[src/rtl/dskc_pkg.sv]
package dskc_pkg;

    typedef struct packed {
        logic ovr;
        logic acf;
        logic dfct;
        logic cyo;
        logic bsy;
        logic exm;
        logic idl;
        logic dte;
    } stat_t;

    localparam logic [7:0] ERR_BITS   = 8'hF1;
    localparam logic [7:0] EXAM_SRC   = 8'hF0;
    localparam logic [7:0] BSY_BIT    = 8'h08;
    localparam logic [7:0] IDL_BIT    = 8'h02;
    localparam logic [7:0] RESET_STAT = 8'h0A;

    localparam logic [3:0] OP_READ  = 4'd1;
    localparam logic [3:0] OP_WRITE = 4'd2;
    localparam logic [3:0] OP_RCHK  = 4'd3;
    localparam int         CLR_POS  = 3;
    localparam int         HS_W     = 6;

    function automatic logic starts_xfer(input logic [3:0] code);
        return (code == OP_READ) || (code == OP_WRITE) || (code == OP_RCHK);
    endfunction

    function automatic logic [7:0] host_view(input stat_t s);
        logic [7:0] r;
        r    = s;
        r[2] = |(r & EXAM_SRC);
        return r;
    endfunction

endpackage

[src/rtl/dskc_rot_pos.sv]
module dskc_rot_pos #(
    parameter int SECTORS = 24,
    parameter int ROT_DIV = 8,
    localparam int SEC_W = $clog2(SECTORS),
    localparam int PRE_W = (ROT_DIV > 1) ? $clog2(ROT_DIV) : 1
) (
    input  logic             clk,
    input  logic             rst,
    output logic [SEC_W-1:0] sector
);
    logic [PRE_W-1:0] pre;
    logic             tick;

    generate
        if (ROT_DIV > 1) begin : g_div
            assign tick = (pre == PRE_W'(ROT_DIV - 1));
        end else begin : g_nodiv
            assign tick = 1'b1;
        end
    endgenerate

    always_ff @(posedge clk) begin
        if (rst) begin
            pre    <= '0;
            sector <= '0;
        end else if (tick) begin
            pre    <= '0;
            sector <= (sector == SEC_W'(SECTORS - 1)) ? '0 : sector + 1'b1;
        end else begin
            pre <= pre + 1'b1;
        end
    end
endmodule

[src/rtl/dskc_status.sv]
module dskc_status
    import dskc_pkg::*;
(
    input  logic       clk,
    input  logic       rst,
    input  logic       clr,
    input  logic       accept,
    input  logic       acc_write,
    input  logic       done,
    input  logic [7:0] err_in,
    input  logic       touch,
    output stat_t      st
);
    always_ff @(posedge clk) begin
        if (rst || clr) begin
            st <= stat_t'(RESET_STAT);
        end else if (accept) begin
            st <= acc_write ? stat_t'(8'h00) : stat_t'(BSY_BIT);
        end else if (done) begin
            st <= stat_t'(((st | (err_in & ERR_BITS)) | IDL_BIT) & ~BSY_BIT);
        end else if (touch) begin
            st.bsy <= 1'b1;
        end
    end
endmodule

[src/rtl/dskc_regs.sv]
module dskc_regs
    import dskc_pkg::*;
#(
    parameter int UNIT_W = 2,
    parameter int SEC_W  = 5
) (
    input  logic              clk,
    input  logic              rst,
    input  logic              clr,
    input  logic              idle,
    input  logic              sel_stb,
    input  logic [UNIT_W-1:0] sel_unit,
    input  logic              sel_upper,
    input  logic              wr_stb,
    input  logic [7:0]        wr_data,
    input  logic              rd_stb,
    input  logic              st_rd_stb,
    input  logic [7:0]        host_stat,
    input  logic [SEC_W-1:0]  sector,
    input  logic              accept,
    input  logic [3:0]        cmd_code,
    output logic [HS_W-1:0]   hdsc,
    output logic [7:0]        dbuf,
    output logic [3:0]        cmd_q,
    output logic [UNIT_W-1:0] unit_q,
    output logic              plat_q,
    output logic [7:0]        rd_q
);
    logic upper_q;

    always_ff @(posedge clk) begin
        if (rst || clr) begin
            hdsc    <= '0;
            dbuf    <= '0;
            cmd_q   <= '0;
            unit_q  <= '0;
            upper_q <= 1'b0;
            plat_q  <= 1'b0;
            rd_q    <= '0;
        end else begin
            if (sel_stb && idle) begin
                unit_q  <= sel_unit;
                upper_q <= sel_upper;
            end
            if (wr_stb) begin
                if (idle) hdsc <= wr_data[HS_W-1:0];
                else      dbuf <= wr_data;
            end
            if (st_rd_stb)    rd_q <= host_stat;
            else if (rd_stb)  rd_q <= idle ? 8'(sector) : dbuf;
            if (accept) begin
                cmd_q  <= cmd_code;
                plat_q <= upper_q;
            end
        end
    end
endmodule

[src/rtl/dskc_host_if.sv]
module dskc_host_if
    import dskc_pkg::*;
#(
    parameter int NUM_DRV = 4,
    parameter int SECTORS = 24,
    parameter int ROT_DIV = 8,
    localparam int UNIT_W = (NUM_DRV > 1) ? $clog2(NUM_DRV) : 1,
    localparam int SEC_W  = $clog2(SECTORS)
) (
    input  logic               clk,
    input  logic               rst,
    input  logic               sel_stb,
    input  logic [UNIT_W-1:0]  sel_unit,
    input  logic               sel_upper,
    input  logic               wr_stb,
    input  logic [7:0]         wr_data,
    input  logic               rd_stb,
    input  logic               st_rd_stb,
    output logic [7:0]         rd_data,
    input  logic               cmd_stb,
    input  logic [3:0]         cmd_data,
    input  logic [NUM_DRV-1:0] drv_busy,
    input  logic               xfer_done,
    input  logic [7:0]         xfer_err,
    output logic [7:0]         status,
    output logic               xfer_start,
    output logic [3:0]         xfer_cmd,
    output logic [UNIT_W-1:0]  xfer_unit,
    output logic               xfer_upper,
    output logic [HS_W-1:0]    xfer_hdsc,
    output logic [7:0]         xfer_buf,
    output logic               irq,
    output logic               chan_stop,
    output logic               drv_reset
);
    stat_t            st;
    logic [SEC_W-1:0] sector;
    logic             idle;
    logic             clr;
    logic             accept;
    logic             done_q;
    logic             touch;
    logic             unit_busy;

    assign idle      = st.idl;
    assign clr       = cmd_stb && cmd_data[CLR_POS];
    assign unit_busy = drv_busy[xfer_unit];
    assign accept    = cmd_stb && !cmd_data[CLR_POS] && idle && !unit_busy;
    assign done_q    = xfer_done && !idle;
    assign touch     = (wr_stb || rd_stb) && !idle;
    assign status    = host_view(st);

    dskc_rot_pos #(.SECTORS(SECTORS), .ROT_DIV(ROT_DIV)) u_rot (
        .clk(clk), .rst(rst), .sector(sector)
    );

    dskc_status u_stat (
        .clk(clk), .rst(rst), .clr(clr), .accept(accept),
        .acc_write(cmd_data == OP_WRITE), .done(done_q),
        .err_in(xfer_err), .touch(touch), .st(st)
    );

    dskc_regs #(.UNIT_W(UNIT_W), .SEC_W(SEC_W)) u_regs (
        .clk(clk), .rst(rst), .clr(clr), .idle(idle),
        .sel_stb(sel_stb), .sel_unit(sel_unit), .sel_upper(sel_upper),
        .wr_stb(wr_stb), .wr_data(wr_data), .rd_stb(rd_stb),
        .st_rd_stb(st_rd_stb), .host_stat(status), .sector(sector),
        .accept(accept), .cmd_code(cmd_data),
        .hdsc(xfer_hdsc), .dbuf(xfer_buf), .cmd_q(xfer_cmd),
        .unit_q(xfer_unit), .plat_q(xfer_upper), .rd_q(rd_data)
    );

    always_ff @(posedge clk) begin
        if (rst) begin
            xfer_start <= 1'b0;
            irq        <= 1'b0;
            chan_stop  <= 1'b0;
            drv_reset  <= 1'b0;
        end else begin
            xfer_start <= accept && starts_xfer(cmd_data);
            irq        <= done_q;
            chan_stop  <= done_q && |(xfer_err & ERR_BITS);
            drv_reset  <= clr;
        end
    end
endmodule

[config.mk]
export PLATFORM = sky130hd
export DESIGN_NAME = dskc_host_if
export DESIGN_NICKNAME = d
export VERILOG_FILES = /design/src/rtl/dskc_pkg.sv /design/src/rtl/dskc_rot_pos.sv /design/src/rtl/dskc_status.sv /design/src/rtl/dskc_regs.sv /design/src/rtl/dskc_host_if.sv
export SDC_FILE = /design/constraint.sdc
export NUM_CORES = 1
export LEC_CHECK = 0
export ABC_AREA = 1
export CAP_MARGIN = 20
export CORE_MARGIN = 2
export CORE_UTILIZATION = 60
export CTS_CLUSTER_DIAMETER = 80
export CTS_CLUSTER_SIZE = 20
export DETAILED_ROUTE_END_ITERATION = 7
export DONT_BUFFER_PORTS = 1
export PLACE_DENSITY = 0.87
export SLEW_MARGIN = 20
export SYNTH_ARGS = -nofsm -noshare
export SYNTH_HDL_FRONTEND = slang
export SYNTH_HIERARCHICAL = 1
export SYNTH_SLANG_ARGS = --single-unit
[constraint.sdc]
create_clock -name clk -period 3.8 [get_ports clk]
set_clock_uncertainty 0.2 [all_clocks]
set_input_delay 0.76 -clock clk [delete_from_list [all_inputs] [get_ports clk]]
set_output_delay 0.76 -clock clk [all_outputs]
set_load 0.005 [all_outputs]
==> results of run 1 <==
==> routing by layer <==
metal  up-vias  share of wire  GRT usage
met5         -              0          0
met4         0         0.0054     0.0500
met3         2          0.081     0.0757
met2        56           0.47      0.362
met1       757           0.45      0.265
li1        902              -          -
==> cell usage in the layout (no fill, tap or decap) <==
| cell | count |
|---|---|
| or2_0 | 1 |
| o21bai_1 | 1 |
| a21oi_1 | 41 |
| nor2_1 | 30 |
| nand3_1 | 8 |
| nor2_8 | 1 |
| nand2_2 | 1 |
| or2_2 | 1 |
| nor3_1 | 1 |
| o21ai_0 | 5 |
| nor4b_1 | 1 |
| clkinv_4 | 1 |
| dfxtp_1 | 49 |
| inv_1 | 31 |
| a22oi_1 | 1 |
| nand2_1 | 91 |
| a21oi_2 | 3 |
| nor2_2 | 2 |
| clkinvlp_4 | 1 |
| bufinv_16 | 1 |
| inv_6 | 2 |
| nor3_2 | 1 |
| o21ai_1 | 1 |
| inv_2 | 5 |
| clkbuf_4 | 5 |
| ha_1 | 3 |
| nand2_4 | 2 |
==> metrics by stage <==
step	util	power, W	hold slack [ns]
2_1_floorplan	-	0.000605	0.199
3_3_place_gp	0.628	0.000611	0.211
3_5_place_dp	0.628	0.000614	0.211
4_1_cts	0.654	0.000913	0.230
5_1_grt	0.654	0.000947	0.229
6_report	0.654	0.000906	0.231
==> final cells by class <==
type / count / area (µm²)
clock buffers: 5 / 37.5
clock inverters: 3 / 46.3
fillers: 297 / 1160
inverters: 38 / 153
multi-input cells: 195 / 906
flip-flops and latches: 49 / 981
well taps: 46 / 57.6
==> power by group <==
| part | switching, W | total (W) | leakage [nW] | internal, W |
|---|---|---|---|---|
| sequential | 0.0000130 | 0.000541 | 0.398 | 0.000528 |
| combinational | 0.0000398 | 0.0000610 | 0.501 | 0.0000212 |
| clock | 0.000164 | 0.000303 | 0.0414 | 0.000139 |
==> worst min path at each step <==
stage / cells after the start / slack [ns] / endpoint
finish: 1 / 0.23 / u_rot/pre[0]
global route: 1 / 0.23 / drv_reset
CTS: 1 / 0.23 / u_rot/pre[0]
detailed placement: 1 / 0.21 / u_rot/pre[0]
global placement: 1 / 0.21 / u_rot/pre[0]
floorplan: 1 / 0.20 / u_rot/pre[0]
==> registers in the layout, indices dropped and copies added (netlist names), 2 cells and up <==
signal / count
u_regs/unit_q: 2
u_regs/rd_q: 8
u_rot/pre: 3
u_regs/dbuf: 8
u_regs/cmd_q: 4
u_rot/sector: 5
u_regs/hdsc: 6
u_stat/st: 7
==> metrics, run 1 <==
Port Buffers 0; Residual DRC 0; VDD IR max 0.362 mV; Worst slew margin 0.530; worst hold-check path type flip-flop to flip-flop; syn_nets 325; LEAKAGE 0.940 nW; Min-Delay Startpoint u_rot/pre[0]; Max clock buf depth 2; DP HPWL 2900 µm; CP Capture Type primary output; critical path peak fanout 15; CP endpoint status[1]; first-pass detailed-route iteration total 4; Cell Area, Synth slightly above 0.002 mm²; # nets final 327; Clock Pin Slew Worst Setup and Hold Paths roughly 0.13 ns; worst skew pair latency 0.37 ns; Num CTS Buffers 5; cts hold-fix bufs 0; DRT antenna net count 0; Die Width 62.8 µm; cts repair resizes 0; num ports between 70 and 80; WP data required 2.84 ns; post-CTS setup buffer count 0; Yosys warning total 6; Synth Area per Inst 7.24 µm²; R2R setup slack roughly 1.9 ns; drt via density 5.11; Critical Path Start u_stat/st[1]; largest net degree at the start of global routing 31; DP Worst Slack between 1.5 and 2 ns; synth-to-layout area growth 5.00%; die area 0.00395 mm²; RSZ-0062 raised after global routing false; ratio of cells with drive above 1 in the final layout 0.0897; worst r2r dst u_regs/plat_q; WL/cell roughly 12 µm; CP arrival roughly 1.2 ns; Synth Instances 287; Rows 21; gr ovfl total 0; worst-margin pin slew 0.703 ns; CTS H-Tree Depth 2; Die Ht 62.8 µm; starting density of the core 0.622; Total Routing Usage GR 0.215; drt total wl 3900 µm; Crit Path Class flip-flop to primary output; RR Startpoint u_stat/st[1]; first-pass GRT wire length just under 7000 µm; CTS Sinks 49; vias in the first global route about 1,600; CTS tree yes; via count around 1,700; outcome completed; DP Area roughly 0.0021 mm²; post-route cell area 0.00218 mm²; critical path depth in cells 0; period utilization 0.557; Final setup viols 0; Cell Count, Final, Fillers Out 336; drt initial violations 112; initial antenna violation count 0; fin crit period 2.12 ns; f_max 473 MHz; max-cap check violation count 0; Worst R2R Path Depth 7; DP Cell Count 328; root buffer cell clkbuf_4; setup ws final 1.68 ns; Final Max Tran Viols 0; setup TNS 0 ns; Final Hold Viols 0; Core Area 0.00334 mm²; routability cong. 0.786; CP startpoint kind flip-flop; P per Cell Area 415 mW/mm²; # diodes 0
Note: power is estimated with default switching activity, not from simulation.
==> run 2, diff against run 1 <==
Settings changed: ABC_AREA 1 to 0.
Clock period 3.8 ns to 2.1 ns, I/O delays scaled along.
==> run 2 against run 1 <==
Flip-flop and latch count unchanged. Register-to-register slack worse by 1.7 ns. Routed wire length is 28% higher. Sequential power is 81% higher. Synthesized area down 4.0%. Via count fell by 1.5%. Critical path depth is 1 higher. Core utilization up 10 points. Hold slack lost 0.22 ns. Synthesized cell count is 21% lower. Power grew 89%. Cell count down 13%. Largest cell class unchanged.
==> metrics, run 2 <==
outcome completed; Worst R2R Path Depth 6 (-1); Hold Path Depth 2 (+1); CP arrival 1.34 ns (+0.18 ns); Die Ht 61.7 µm (-1.9%); Min-Delay Startpoint st_rd_stb; WP data required 1.48 ns (-1.36 ns); Residual DRC 0 (unchanged); DRT antenna net count 0 (unchanged); LEAKAGE 0.887 nW (-5.6%); f_max 511 MHz; CTS Sinks 49 (unchanged); worst hold-check path type input port to flip-flop; via count 1,692 (-1.5%); DP HPWL 3100 µm (+7.1%); WL/cell 17.0 µm (+47%); VDD IR max 0.562 mV (+55%); CP Capture Type primary output; first-pass GRT wire length 7690 µm (+10%); starting density of the core 0.643 (+0.0203); drt total wl 5010 µm (+28%); Synth Instances 226 (-21%); setup TNS 0 ns (unchanged); R2R setup slack 0.19 ns (-1.73 ns); initial antenna violation count 0 (unchanged); cts repair resizes 0 (unchanged); max-cap check violation count 0 (unchanged); Cell Area, Synth 0.00199 mm² (-4.0%); Crit-path slowest cell or4_1; drt via density 5.76 (+13%); die area 0.00380 mm² (-3.7%); # nets final 287 (-12%); Final Util 0.755 (+0.101); worst skew pair latency 0.38 ns (about the same); critical path depth in cells 1 (+1); commonest cells after routing, fill and taps aside 49 x dfxtp_1, 36 x nand2_1, 30 x a21oi_1; Core Area 0.00310 mm² (-7.0%); Fillers 236 (-21%); synth-to-layout area growth 17.4%; CP endpoint status[2]; Yosys warning total 6 (unchanged); root buffer cell clkbuf_4; Die Width 61.7 µm (-1.9%); critical path peak fanout 4 (-11); CP startpoint kind flip-flop; Final Max Tran Viols 0 (unchanged); top flop regs u_regs/dbuf: 8 flops, u_regs/rd_q: 8 flops, u_stat/st: 7 flops; P per Cell Area 729 mW/mm² (+76%); RSZ-0062 raised after global routing false; CTS H-Tree Depth 2 (unchanged); post-CTS setup buffer count 0 (unchanged); num ports 76 (unchanged); max incr delay on CP 0.59 ns; drt initial violations 86 (-23%); cts hold-fix bufs 24 (+24); worst r2r dst u_stat/st[3]; routability cong. 0.809 (+2.9%); CTS tree yes; # diodes 0 (unchanged); CP top delay family simple AND/OR/NAND/NOR gates; Port Buffers 0 (unchanged); Critical Path Start u_stat/st[5]; Clock Pin Slew Worst Setup and Hold Paths 0.13 ns (about the same); largest net degree at the start of global routing 31 (unchanged); ratio of cells with drive above 1 in the final layout 0.0560 (-0.0337); CP Buf/Inv Count 0; gr ovfl total 0 (unchanged); worst-margin pin slew 0.582 ns (-0.122 ns); Final setup viols 0 (unchanged); Total Routing Usage GR 0.281 (+0.0656); period utilization 0.932; vias in the first global route 1,717 (+5.5%); first-pass detailed-route iteration total 4 (unchanged); Rows 20 (-4.8%); fin crit period 1.96 ns; Final Hold Viols 0 (unchanged); Worst slew margin 0.612 (+0.0818); Synth Area per Inst 8.82 µm² (+22%); crit-path cells or4_1; commonest non-fill, non-tap cell in the layout dfxtp_1; RR Startpoint u_regs/unit_q[1]; Max clock buf depth 2 (unchanged); Crit Path Class flip-flop to primary output; syn_nets 264 (-19%); Num CTS Buffers 5 (unchanged)
==> run 2: cell types whose count changed in the layout (fill, tap and decap cells not counted), sizes merged, moves of 3 or more <==
cell,previous run,this run
inv,38,1
mux2i,0,14
dlygate4sd3,0,25
buf,0,4
o21ai,6,2
nand2,94,36
a21o,0,3
a211o,0,5
nand2b,0,4
a21oi,44,30
nor2,33,27
nand3b,0,3
nor2b,0,4
==> run 2: worst reg2reg max path: cells and delay by family, from the launching register on <==
| family | cells | cell delay, ns |
|---|---|---|
| AO/OA/AOI/OAI | 2 | 0.21 |
| buffers and inverters | 1 | 0.20 |
| flip-flops | 1 | 0.45 |
| multiplexers | 1 | 0.25 |
| AND/OR/NAND/NOR | 2 | 0.51 |
==> run 2: power by group <==
part | internal (W) | leakage, nW | switching, W
clock network | 0.000285 | 0.0455 | 0.000290
registers | 0.000957 | 0.398 | 0.0000219
logic | 0.0000787 | 0.443 | 0.0000757
==> run 2: cell type report <==
cell class	instances	area, µm²	share of cell area
multi-input combinational	163	937	0.400
clock inverter	1	30.0	0.0128
clock buffer	7	55.1	0.0235
inverter	1	3.75	0.00160
tap	44	55.1	0.0235
sequential	49	981	0.419
timing repair buffer	29	280	0.120
==> run 2: per-stage QoR <==
stage	setup WS [ns]	power [W]	std cells	hold slack, ns	area, µm²
after global routing	0.0737	0.00176	294	0.00305	2340
final	0.143	0.00171	294	0.00715	2340
after global placement	0.315	0.00110	261	0.211	2010
after floorplan	0.344	0.00109	226	0.200	1990
after detailed placement	0.177	0.00110	261	0.230	2010
after CTS	0.135	0.00171	293	0.00121	2330
==> run 2: per-layer routing <==
metal / part of all wire / GRT usage / up-vias
met5: 0 / 0 / -
met2: 0.48 / 0.475 / 78
met1: 0.39 / 0.314 / 792
met3: 0.11 / 0.0966 / 11
met4: 0.024 / 0.137 / 0
li1: - / - / 811
==> run 2: worst min path at each step <==
stage,to,slack (ns)
final,u_regs/rd_q[6],0.007
after global routing,u_regs/cmd_q[0],0.003
after CTS,u_regs/rd_q[6],0.001
after detailed placement,u_rot/pre[0],0.23
after global placement,u_rot/pre[0],0.21
after floorplan,u_rot/pre[0],0.20
